===== src/rtl/crc8_pkg.sv =====
package crc8_pkg;
  localparam int unsigned CRC_W     = 8;
  localparam logic [7:0]  POLY_REFL = 8'h8C;
  localparam int unsigned CODE_BITS = 64;
endpackage


===== src/rtl/crc8_step.sv =====
// One-bit advance of a reflected (right-shifting) CRC register.
module crc8_step #(
  parameter int unsigned      W    = 8,
  parameter logic [W-1:0]     POLY = 8'h8C
) (
  input  logic [W-1:0] cur,
  input  logic         din,
  output logic [W-1:0] nxt
);
  logic fb;
  assign fb = din ^ cur[0];

  for (genvar i = 0; i < W; i++) begin : g_stage
    if (i == W - 1) begin : g_top
      assign nxt[i] = POLY[i] & fb;
    end else begin : g_mid
      assign nxt[i] = cur[i+1] ^ (POLY[i] & fb);
    end
  end
endmodule


===== src/rtl/crc8_bitcount.sv =====
// Counts accepted bits since clear, saturating one past the code length.
module crc8_bitcount #(
  parameter int unsigned CODE_BITS = 64,
  localparam int unsigned CNT_W    = $clog2(CODE_BITS + 2)
) (
  input  logic clk,
  input  logic rst_n,
  input  logic clear,
  input  logic take,
  output logic at_full
);
  localparam logic [CNT_W-1:0] CNT_FULL = CNT_W'(CODE_BITS);
  localparam logic [CNT_W-1:0] CNT_OVER = CNT_W'(CODE_BITS + 1);

  logic [CNT_W-1:0] cnt;

  always_ff @(posedge clk or negedge rst_n) begin
    if (!rst_n)                        cnt <= '0;
    else if (clear)                    cnt <= '0;
    else if (take && cnt != CNT_OVER)  cnt <= cnt + 1'b1;
  end

  assign at_full = (cnt == CNT_FULL);


  count_sat_chk: assert property (@(posedge clk) disable iff (!rst_n)
    cnt <= CNT_OVER);
endmodule


===== src/rtl/crc8_serial.sv =====
module crc8_serial
  import crc8_pkg::*;
#(
  parameter int unsigned      W         = CRC_W,
  parameter logic [W-1:0]     POLY      = POLY_REFL,
  parameter int unsigned      CODE_LEN  = CODE_BITS
) (
  input  logic         clk,
  input  logic         rst_n,
  input  logic         clear,
  input  logic         bit_valid,
  output logic         bit_ready,
  input  logic         bit_in,
  output logic [W-1:0] remainder,
  output logic         residue_zero
);
  logic         take;
  logic [W-1:0] crc_q;
  logic [W-1:0] crc_nxt;
  logic         full;

  assign bit_ready = ~clear;
  assign take      = bit_valid & bit_ready;

  crc8_step #(.W(W), .POLY(POLY)) u_step (
    .cur (crc_q),
    .din (bit_in),
    .nxt (crc_nxt)
  );

  crc8_bitcount #(.CODE_BITS(CODE_LEN)) u_count (
    .clk     (clk),
    .rst_n   (rst_n),
    .clear   (clear),
    .take    (take),
    .at_full (full)
  );

  always_ff @(posedge clk or negedge rst_n) begin
    if (!rst_n)     crc_q <= '0;
    else if (clear) crc_q <= '0;
    else if (take)  crc_q <= crc_nxt;
  end

  assign remainder    = crc_q;
  assign residue_zero = full & (crc_q == '0);


  clear_zero_chk: assert property (@(posedge clk) disable iff (!rst_n)
    clear |=> (remainder == '0));


  idle_hold_chk: assert property (@(posedge clk) disable iff (!rst_n)
    (!bit_valid && !clear) |=> ($stable(remainder) && $stable(residue_zero)));


  msb_fb_chk: assert property (@(posedge clk) disable iff (!rst_n)
    (bit_valid && !clear) |=> (remainder[W-1] == ($past(bit_in) ^ $past(remainder[0]))));
endmodule


===== config.mk =====
export PLATFORM = sky130hd
export DESIGN_NAME = crc8_serial
export DESIGN_NICKNAME = d
export VERILOG_FILES = /design/src/rtl/crc8_pkg.sv /design/src/rtl/crc8_step.sv /design/src/rtl/crc8_bitcount.sv /design/src/rtl/crc8_serial.sv
export SDC_FILE = /design/constraint.sdc
export NUM_CORES = 1
export LEC_CHECK = 0
export BUFFER_PORTS_ARGS = -buffer_cell sky130_fd_sc_hd__buf_2
export CAP_MARGIN = 15
export CORE_MARGIN = 1
export CORE_UTILIZATION = 52
export CTS_CLUSTER_SIZE = 24
export DETAILED_ROUTE_END_ITERATION = 10
export PLACE_DENSITY = 0.76
export SKIP_CTS_REPAIR_TIMING = 1
export SLEW_MARGIN = 20
export SYNTH_ARGS = -nofsm -noshare
export SYNTH_HDL_FRONTEND = slang
export SYNTH_SLANG_ARGS = --single-unit

===== constraint.sdc =====
create_clock -name clk -period 1.8 [get_ports clk]
set_input_delay 0.36 -clock clk [delete_from_list [all_inputs] [get_ports clk]]
set_output_delay 0.36 -clock clk [all_outputs]
set_load 0.02 [all_outputs]

==> qor.txt, run 1 <==
R2R Path Start - u_count.cnt[2]
First-pass GRT wire length - 2.32 mm
R2R cell count - 4
Root buffer cell - clkbuf_4
Post-Syn Area - 777 um^2
Post-synth top cells - dfrtp_1 (15), nor2_1 (11), mux2i_1 (6)
Crit path required time - 1440 ps
Max frequency - 0.520 GHz
Post-layout nets - 102
Ant. Diodes - 0
Period utilisation layout - 1.07
Clock latency on the worst-skew pair - 280 ps
Final Instance Area - 937 um^2
Crit Path Class - reg -> out
Status - complete, but fails checks
Total CTS buffers - 3
Max Cap Violations - 0
RSZ-0062 raised after global routing - yes
Reg2reg setup slack - 320 ps
FF+latch count, synth - 15
Top Ports - 15
Tmin final - 1920 ps
Sink Count - 15
Max VDD drop - 0.409 mV
Initial antenna violation count - 0
Final Hold Viols - 0
# setup viols final - 1
Final Max Slew Viols - 0
Final worst slack - -124 ps
Post-synth EDFFs - 0
Synthesized Nets - 81
Lkg Pwr - 0.475 nW
Crit path buffers/inverters - 2
Hold Crit Depth - 2
CORE AREA - 0.00135 mm^2
Hold Path Origin - clear
Slowest Stage Delay on Critical Path - 390 ps
Layout cells sized above 1 - 0.301
Warnings from Yosys - 0
Initial Util - 0.576
Pwr dens - 709 mW/mm^2
Remaining DRCs - 0
H-tree levels - 1
Area grow syn2layout - 20.6%
Routed wire length - 1.51 mm
R2r endpoint - u_count.cnt[0]
Via density per instance - 5.56
Gate Count Post-Synth - 73
Vias - 600
HP Class - in -> reg
Post-DP HPWL - 1.09 mm
Most frequent cell after synthesis - dfrtp_1
GRT overflow - 0
Top-area cell type share of the netlist area - 0.483
Number of DRC markers in iteration 0 - 8
Setup TNS - -124 ps
CP Cell Sequence - inv_1, ha_1, nor4b_4, nand4_1, nor4_2, buf_2
Number of global-route vias before repair - 559
Worst-Margin Slew - 329 ps
Post-DP Area - 886 um^2
TritonRoute pass-1 iters - 4
Die area - 0.00165 mm^2
TritonCTS clock tree - done
Die W - 40.7 um
Rel. slew slack - 0.779
Violated checks - setup timing
Area leader, netlist - dfrtp_1
Worst-path fanout max - 2
Clk slew on worst S/H paths - 90 ps
Fraction of registers with async set/reset - 1.00
Startpoint Class - flip-flop
Hold EP - remainder[4]
Final setup skew - 0.696 ps
Tot GR Track Use - 0.222
Sequential area share after synthesis - 0.483
Yosys cell types - 23
Die height - 40.7 um
Clk buf depth - 2
Most common flop cell mapped by yosys - dfrtp_1
WL per Instance - 14.0 um
Largest net degree at the start of global routing - 16
Slowest cell on crit path - dfrtp_1
Syn_area_per_cell - 10.6 um^2
Worst Setup End Kind - primary output
Top cells by area, synth - dfrtp_1 (48%), mux2i_1 (7.7%), nor2_1 (5.3%), ha_1 (4.8%), xnor2_1 (3.4%)
WP data arrival - 1560 ps
I/O Buffers - 14
Core Rows - 13
Crit path max-delay family - simple AND/OR/NAND/NOR gates
Routability cong. - 0.750
Antenna-violating nets left - 0
==> through the flow <==
stage / util / worst slack (ps) / total power, mW / cells / hold slack (ps)
detailed placement: 0.656 / 114 / 0.471 / 103 / 280
CTS: 0.676 / -240 / 0.658 / 107 / -24.4
global placement: 0.656 / 137 / 0.468 / 103 / 283
floorplan: - / 86.7 / 0.429 / 73 / 64.4
finish: 0.694 / -124 / 0.664 / 108 / 432
global route: 0.694 / -223 / 0.692 / 108 / 436
==> power by group <==
| part | switching, mW | total, mW | internal, mW | leakage, nW |
|---|---|---|---|---|
| clock | 0.104 | 0.190 | 0.0859 | 0.0150 |
| sequential | 0.0140 | 0.363 | 0.349 | 0.205 |
| combinational | 0.0616 | 0.112 | 0.0502 | 0.255 |
| total | 0.179 | 0.664 | 0.485 | 0.475 |
==> placed cells by master, fill, tap and decap left out, types with 3 or more instances in the layout <==
master and n:
nand4_1 4, dfrtp_1 15, buf_4 3, inv_1 3
ha_1 3, xnor2_1 3, clkbuf_4 3, nor2_1 11
xor2_1 3, nand2_1 5, mux2i_1 6, buf_2 14
==> metal layers <==
metal,global-route usage,share of wire,vias up
met5,0,0,-
met4,0.100,0.0080,0
met3,0.0489,0.033,2
met2,0.373,0.48,13
met1,0.270,0.48,288
li1,-,-,297
==> sequential cells by signal, summed over array words and instances (netlist names) <==
register / cells
u_count.cnt: 7
remainder: 8
==> logic make-up (layout without fill, tap and decap cells) <==
group,count (synthesis),after routing,share of synthesized area
adders and majority gates,3,3,0.0483
buffers and inverters,6,26,0.0306
AOI/OAI and AO/OA,9,9,0.0854
xor gates and xnor gates,6,6,0.0676
and+or+nand+nor,27,27,0.188
DFF,15,15,0.483
muxes,7,7,0.0966
==> worst max-delay path by stage <==
stage | start | endpoint | cells after the start
after CTS | u_count.cnt[0] | residue_zero | 6
final | u_count.cnt[1] | residue_zero | 6
after global routing | u_count.cnt[1] | residue_zero | 6
after global placement | u_count.cnt[1] | residue_zero | 6
after detailed placement | u_count.cnt[0] | residue_zero | 6
after floorplan | u_count.cnt[0] | residue_zero | 5
==> final cells by class <==
cell class | count | area, um^2
fill | 110 | 413
multi-input combinational | 52 | 399
sequential | 15 | 375
timing repair buffer | 18 | 103
clock buffer | 4 | 26.3
tap | 15 | 18.8
inverter | 4 | 15.0
Power figures use the tool's default switching activity.
==> run 2: changes to the inputs <==
CORE_MARGIN = 2   (was 1)
==> qor.txt, run 2 (synthesis results as in run 1) <==
Final setup skew - 11.3 ps (was 0.696 ps)
RSZ-0062 raised after global routing - yes (unchanged)
Slowest Stage Delay on Critical Path - 460 ps (was 390 ps)
Total power - 0.660 mW (was 0.664 mW)
GRT overflow - 0 (unchanged)
Top Ports - 15 (unchanged)
Remaining DRCs - 0 (unchanged)
H-tree levels - 1 (unchanged)
Worst-path fanout max - 5 (was 2)
Leading cell type in the layout, fill and taps excluded - dfrtp_1 (unchanged)
R2r endpoint - u_count.cnt[0] (unchanged)
Worst slack, placed - 106 ps (was 114 ps)
Clk buf depth - 2 (unchanged)
Clk slew on worst S/H paths - 100 ps (was 90 ps)
Crit path required time - 1440 ps (about the same)
Routability cong. - 0.741 (was 0.750)
TritonRoute pass-1 iters - 4 (unchanged)
Dpl cells - 103 (unchanged)
Core Rows - 13 (unchanged)
# setup viols final - 1 (unchanged)
Final Max Slew Viols - 0 (unchanged)
Post-DP Area - 886 um^2 (unchanged)
R2R cell count - 4 (unchanged)
Via density per instance - 5.62 (was 5.56)
Crit path buffers/inverters - 1 (was 2)
Reg2reg setup slack - 310 ps (was 320 ps)
Sink Count - 15 (unchanged)
TritonCTS clock tree - done (unchanged)
Status - complete, but fails checks (unchanged)
First-pass GRT wire length - 2.71 mm (was 2.32 mm)
Max Cap Violations - 0 (unchanged)
Fin cells - 108 (unchanged)
Clock network power share - 0.283 (was 0.286)
Number of global-route vias before repair - 640 (was 559)
Die area - 0.00182 mm^2 (was 0.00165 mm^2)
Tot GR Track Use - 0.195 (was 0.222)
Die W - 42.7 um (was 40.7 um)
Final Hold Viols - 0 (unchanged)
Startpoint Class - flip-flop (unchanged)
Pwr dens - 703 mW/mm^2 (was 709 mW/mm^2)
Vias - 607 (was 600)
Max VDD drop - 0.428 mV (was 0.409 mV)
CP Cell Sequence - nor4_4, nand4_1, nor4_2, buf_2 (was inv_1, ha_1, nor4b_4, nand4_1, nor4_2, buf_2)
Sequential Power Share - 0.550 (was 0.546)
Int Pwr - 0.481 mW (was 0.485 mW)
WL per Instance - 14.1 um (was 14.0 um)
Crit Path Class - reg -> out (unchanged)
Layout cells sized above 1 - 0.323 (was 0.301)
Most frequent cells in the layout - dfrtp_1 (15), buf_2 (14), nor2_1 (11) (unchanged)
Crit path launch - u_count.cnt[2] (was u_count.cnt[1])
Post-layout nets - 102 (unchanged)
Violated checks - setup timing (unchanged)
P_sw - 0.179 mW (about the same)
Largest net degree at the start of global routing - 16 (unchanged)
Initial antenna violation count - 0 (unchanged)
WP data arrival - 1550 ps (was 1560 ps)
Post-DP HPWL - 1.12 mm (was 1.09 mm)
CP Depth - 4 (was 6)
Period utilisation layout - 1.06 (was 1.07)
Setup TNS - -106 ps (was -124 ps)
Clock latency on the worst-skew pair - 280 ps (about the same)
Crit path max-delay family - simple AND/OR/NAND/NOR gates (unchanged)
Initial Util - 0.576 (unchanged)
Final Core Density - 0.695 (was 0.694)
CORE AREA - 0.00135 mm^2 (unchanged)
R2R Path Start - u_count.cnt[2] (unchanged)
Die height - 42.7 um (was 40.7 um)
Routed wire length - 1.53 mm (was 1.51 mm)
Max reg flops - 8 (unchanged)
Total CTS buffers - 3 (unchanged)
I/O Buffers - 14 (unchanged)
Net Sw Frac - 0.272 (was 0.270)
HP Class - in -> reg (unchanged)
Worst Setup End Kind - primary output (unchanged)
Final hold slack - 428 ps (was 432 ps)
Combinational share of power - 0.167 (was 0.168)
Ant. Diodes - 0 (unchanged)
Max frequency - 0.525 GHz (was 0.520 GHz)
Rel. slew slack - 0.779 (about the same)
Worst-Margin Slew - 329 ps (about the same)
Final worst slack - -106 ps (was -124 ps)
Lkg Pwr - 0.478 nW (was 0.475 nW)
Area grow syn2layout - 20.8% (was 20.6%)
Slowest cell on crit path - dfrtp_1 (unchanged)
Antenna-violating nets left - 0 (unchanged)
CP Capture Point - residue_zero (unchanged)
Final Instance Area - 938 um^2 (was 937 um^2)
Number of DRC markers in iteration 0 - 10 (was 8)
Root buffer cell - clkbuf_4 (unchanged)
Tmin final - 1910 ps (was 1920 ps)
## run 2: changes by cell type in the layout (fill, tap and decap cells not counted), sizes merged
| cell | before | now |
|---|---|---|
| clkbuf | 4 | 3 |
| clkinv | 0 | 1 |
## run 2: cell type report
type / count / area (um^2)
clock inverters: 1 / 5.00
well taps: 15 / 18.8
clock buffers: 3 / 22.5
inverters: 4 / 15.0
multi-input cells: 52 / 399
repair buffers: 18 / 103
flip-flops and latches: 15 / 375
fillers: 110 / 412
## run 2: metal layers
layer	track usage	vias up	wire length, um
li1	-	296	-
met1	0.236	296	650
met2	0.333	13	797
met3	0.0255	2	66
met4	0.100	0	11
met5	0	-	0
## run 2: worst min path at each step
stage	start	to	slack (ps)	cells past startpoint
finish	clear	remainder[0]	430	2
global route	clear	remainder[1]	440	2
CTS	rst_n	u_count.cnt[6]	-20	1
detailed placement	rst_n	u_count.cnt[6]	280	1
global placement	rst_n	u_count.cnt[5]	280	1
floorplan	rst_n	remainder[0]	60	0
## run 2: power groups by stage
stage / clock (mW) / sequential, mW / combinational, mW
after floorplan: 0 / 0.378 / 0.0519
after global placement: 0 / 0.366 / 0.101
after detailed placement: 0 / 0.367 / 0.103
after CTS: 0.194 / 0.360 / 0.103
after global routing: 0.200 / 0.365 / 0.123
final: 0.187 / 0.363 / 0.110
==> run 3: changes to the inputs <==
clock period = 2.1 ns   (was 1.8 ns; I/O delays follow)
==> qor.txt, run 3 (synthesis results as in run 1) <==
First-pass GRT wire length - 2.55 mm (was 2.71 mm)
H-tree levels - 1 (unchanged)
Total CTS buffers - 3 (unchanged)
Sink Count - 15 (unchanged)
Final hold slack - 21.3 ps (was 428 ps)
Leading cell type in the layout, fill and taps excluded - buf_2 (was dfrtp_1)
Root buffer cell - clkbuf_4 (unchanged)
Period utilisation layout - 0.979
# setup viols final - 0 (was 1)
Clk slew on worst S/H paths - 90 ps (was 100 ps)
Slowest cell on crit path - dfrtp_2 (was dfrtp_1)
Clk buf depth - 2 (unchanged)
Post-layout nets - 99 (was 102)
CORE AREA - 0.00135 mm^2 (unchanged)
WL per Instance - 14.9 um (was 14.1 um)
Tot GR Track Use - 0.188 (was 0.195)
Status - complete, no violations (was complete, but fails checks)
WL met2 - 685 um (was 797 um)
Startpoint Class - flip-flop (unchanged)
Layout cells sized above 1 - 0.344 (was 0.323)
Final Hold Viols - 0 (unchanged)
Die height - 42.7 um (unchanged)
Final Max Slew Viols - 0 (unchanged)
I/O Buffers - 14 (unchanged)
Fin cells - 105 (was 108)
Routability cong. - 0.755 (was 0.741)
TritonCTS clock tree - done (unchanged)
Crit path buffers/inverters - 2 (was 1)
Initial Util - 0.576 (unchanged)
Largest net degree at the start of global routing - 16 (unchanged)
TritonRoute pass-1 iters - 2 (was 4)
Crit path max-delay family - simple AND/OR/NAND/NOR gates (unchanged)
Final setup skew - 1.03 ps (was 11.3 ps)
Max reg flops - 8 (unchanged)
Via density per instance - 5.65 (was 5.62)
WP data arrival - 1640 ps (was 1550 ps)
Ant. Diodes - 0 (unchanged)
Vias - 593 (was 607)
Initial antenna violation count - 0 (unchanged)
Pwr dens - 616 mW/mm^2 (was 703 mW/mm^2)
Slowest Stage Delay on Critical Path - 460 ps (about the same)
Die area - 0.00182 mm^2 (unchanged)
Max VDD drop - 0.450 mV (was 0.428 mV)
Dpl cells - 100 (was 103)
Met3 WL post-DR - 49 um (was 66 um)
Fillers - 108 (was 110)
Rel. slew slack - 0.756 (was 0.779)
Area grow syn2layout - 18.4% (was 20.8%)
Crit Path Class - reg -> out (unchanged)
Routed wire length - 1.56 mm (was 1.53 mm)
Worst Setup End Kind - primary output (unchanged)
Antenna-violating nets left - 0 (unchanged)
Worst-Margin Slew - 363 ps (was 329 ps)
Final Core Density - 0.681 (was 0.695)
Clock latency on the worst-skew pair - 280 ps (about the same)
Core Rows - 13 (unchanged)
Most frequent cells in the layout - buf_2 (13), dfrtp_1 (12), nor2_1 (11) (was dfrtp_1 (15), buf_2 (14), nor2_1 (11))
Worst-path fanout max - 6 (was 5)
Post-DP HPWL - 1.07 mm (was 1.12 mm)
Remaining DRCs - 0 (unchanged)
Lkg Pwr - 0.460 nW (was 0.478 nW)
Crit path required time - 1680 ps (was 1440 ps)
Top Layer Used - met4 (unchanged)
Max frequency - 0.486 GHz
HP Class - in -> async (was in -> reg)
WL met1 - 798 um (was 650 um)
Tmin final - 2060 ps
Number of DRC markers in iteration 0 - 7 (was 10)
CP Cell Sequence - inv_2, ha_1, nor4b_4, nand4_1, nor4_2, buf_4 (was nor4_4, nand4_1, nor4_2, buf_2)
Number of global-route vias before repair - 536 (was 640)
GRT overflow - 0 (unchanged)
Max Cap Violations - 0 (unchanged)
Die W - 42.7 um (unchanged)
Top Ports - 15 (unchanged)
## run 3: worst reg2reg max path: cells and delay by family, from the launching register on
family / cells / cell delay, ps
simple gates: 1 / 350
mux: 1 / 320
compound gates: 1 / 170
flops: 1 / 440
## run 3: final timing paths
path	start	to	slack (ps)	cells past startpoint
min	rst_n	u_count.cnt[5]	20	1
max in group asynchronous	rst_n	u_count.cnt[1]	1820	1
max reg2reg	u_count.cnt[5]	u_count.cnt[0]	700	3
min reg2reg	u_count.cnt[6]	u_count.cnt[2]	570	1
max	u_count.cnt[0]	residue_zero	40	6
min in group clk	clear	u_count.cnt[3]	490	2
## run 3: layout make-up
| type | count | area, um^2 | share of cell area |
|---|---|---|---|
| timing repair buffer | 15 | 80.1 | 0.0871 |
| inverter | 4 | 15.0 | 0.0163 |
| clock inverter | 1 | 5.00 | 0.00544 |
| multi-input combinational | 52 | 399 | 0.434 |
| tap | 15 | 18.8 | 0.0204 |
| clock buffer | 3 | 22.5 | 0.0245 |
| sequential | 15 | 379 | 0.412 |
## run 3: metrics by stage
| stage | setup slack [ps] | area (um^2) | setup TNS, ps | total power, mW |
|---|---|---|---|---|
| 6_report | 43.8 | 920 | 0 | 0.566 |
| 5_1_grt | -39.2 | 920 | -39.2 | 0.593 |
| 4_1_cts | -40.7 | 885 | -40.7 | 0.561 |
| 3_5_place_dp | 296 | 857 | 0 | 0.396 |
| 3_3_place_gp | 326 | 857 | 0 | 0.394 |
| 2_1_floorplan | 108 | 777 | 0 | 0.368 |
## run 3: metal layers
layer	vias to the layer above	track usage
li1	293	-
met1	284	0.279
met2	11	0.258
met3	5	0.0383
met4	0	0.0938
met5	-	0
## run 3: power by group
| group | switching, mW | internal, mW | leakage (nW) | total (mW) |
|---|---|---|---|---|
| Sequential | 0.0164 | 0.300 | 0.200 | 0.316 |
| Clock | 0.0929 | 0.0707 | 0.0177 | 0.164 |
| Combinational | 0.0482 | 0.0386 | 0.242 | 0.0868 |
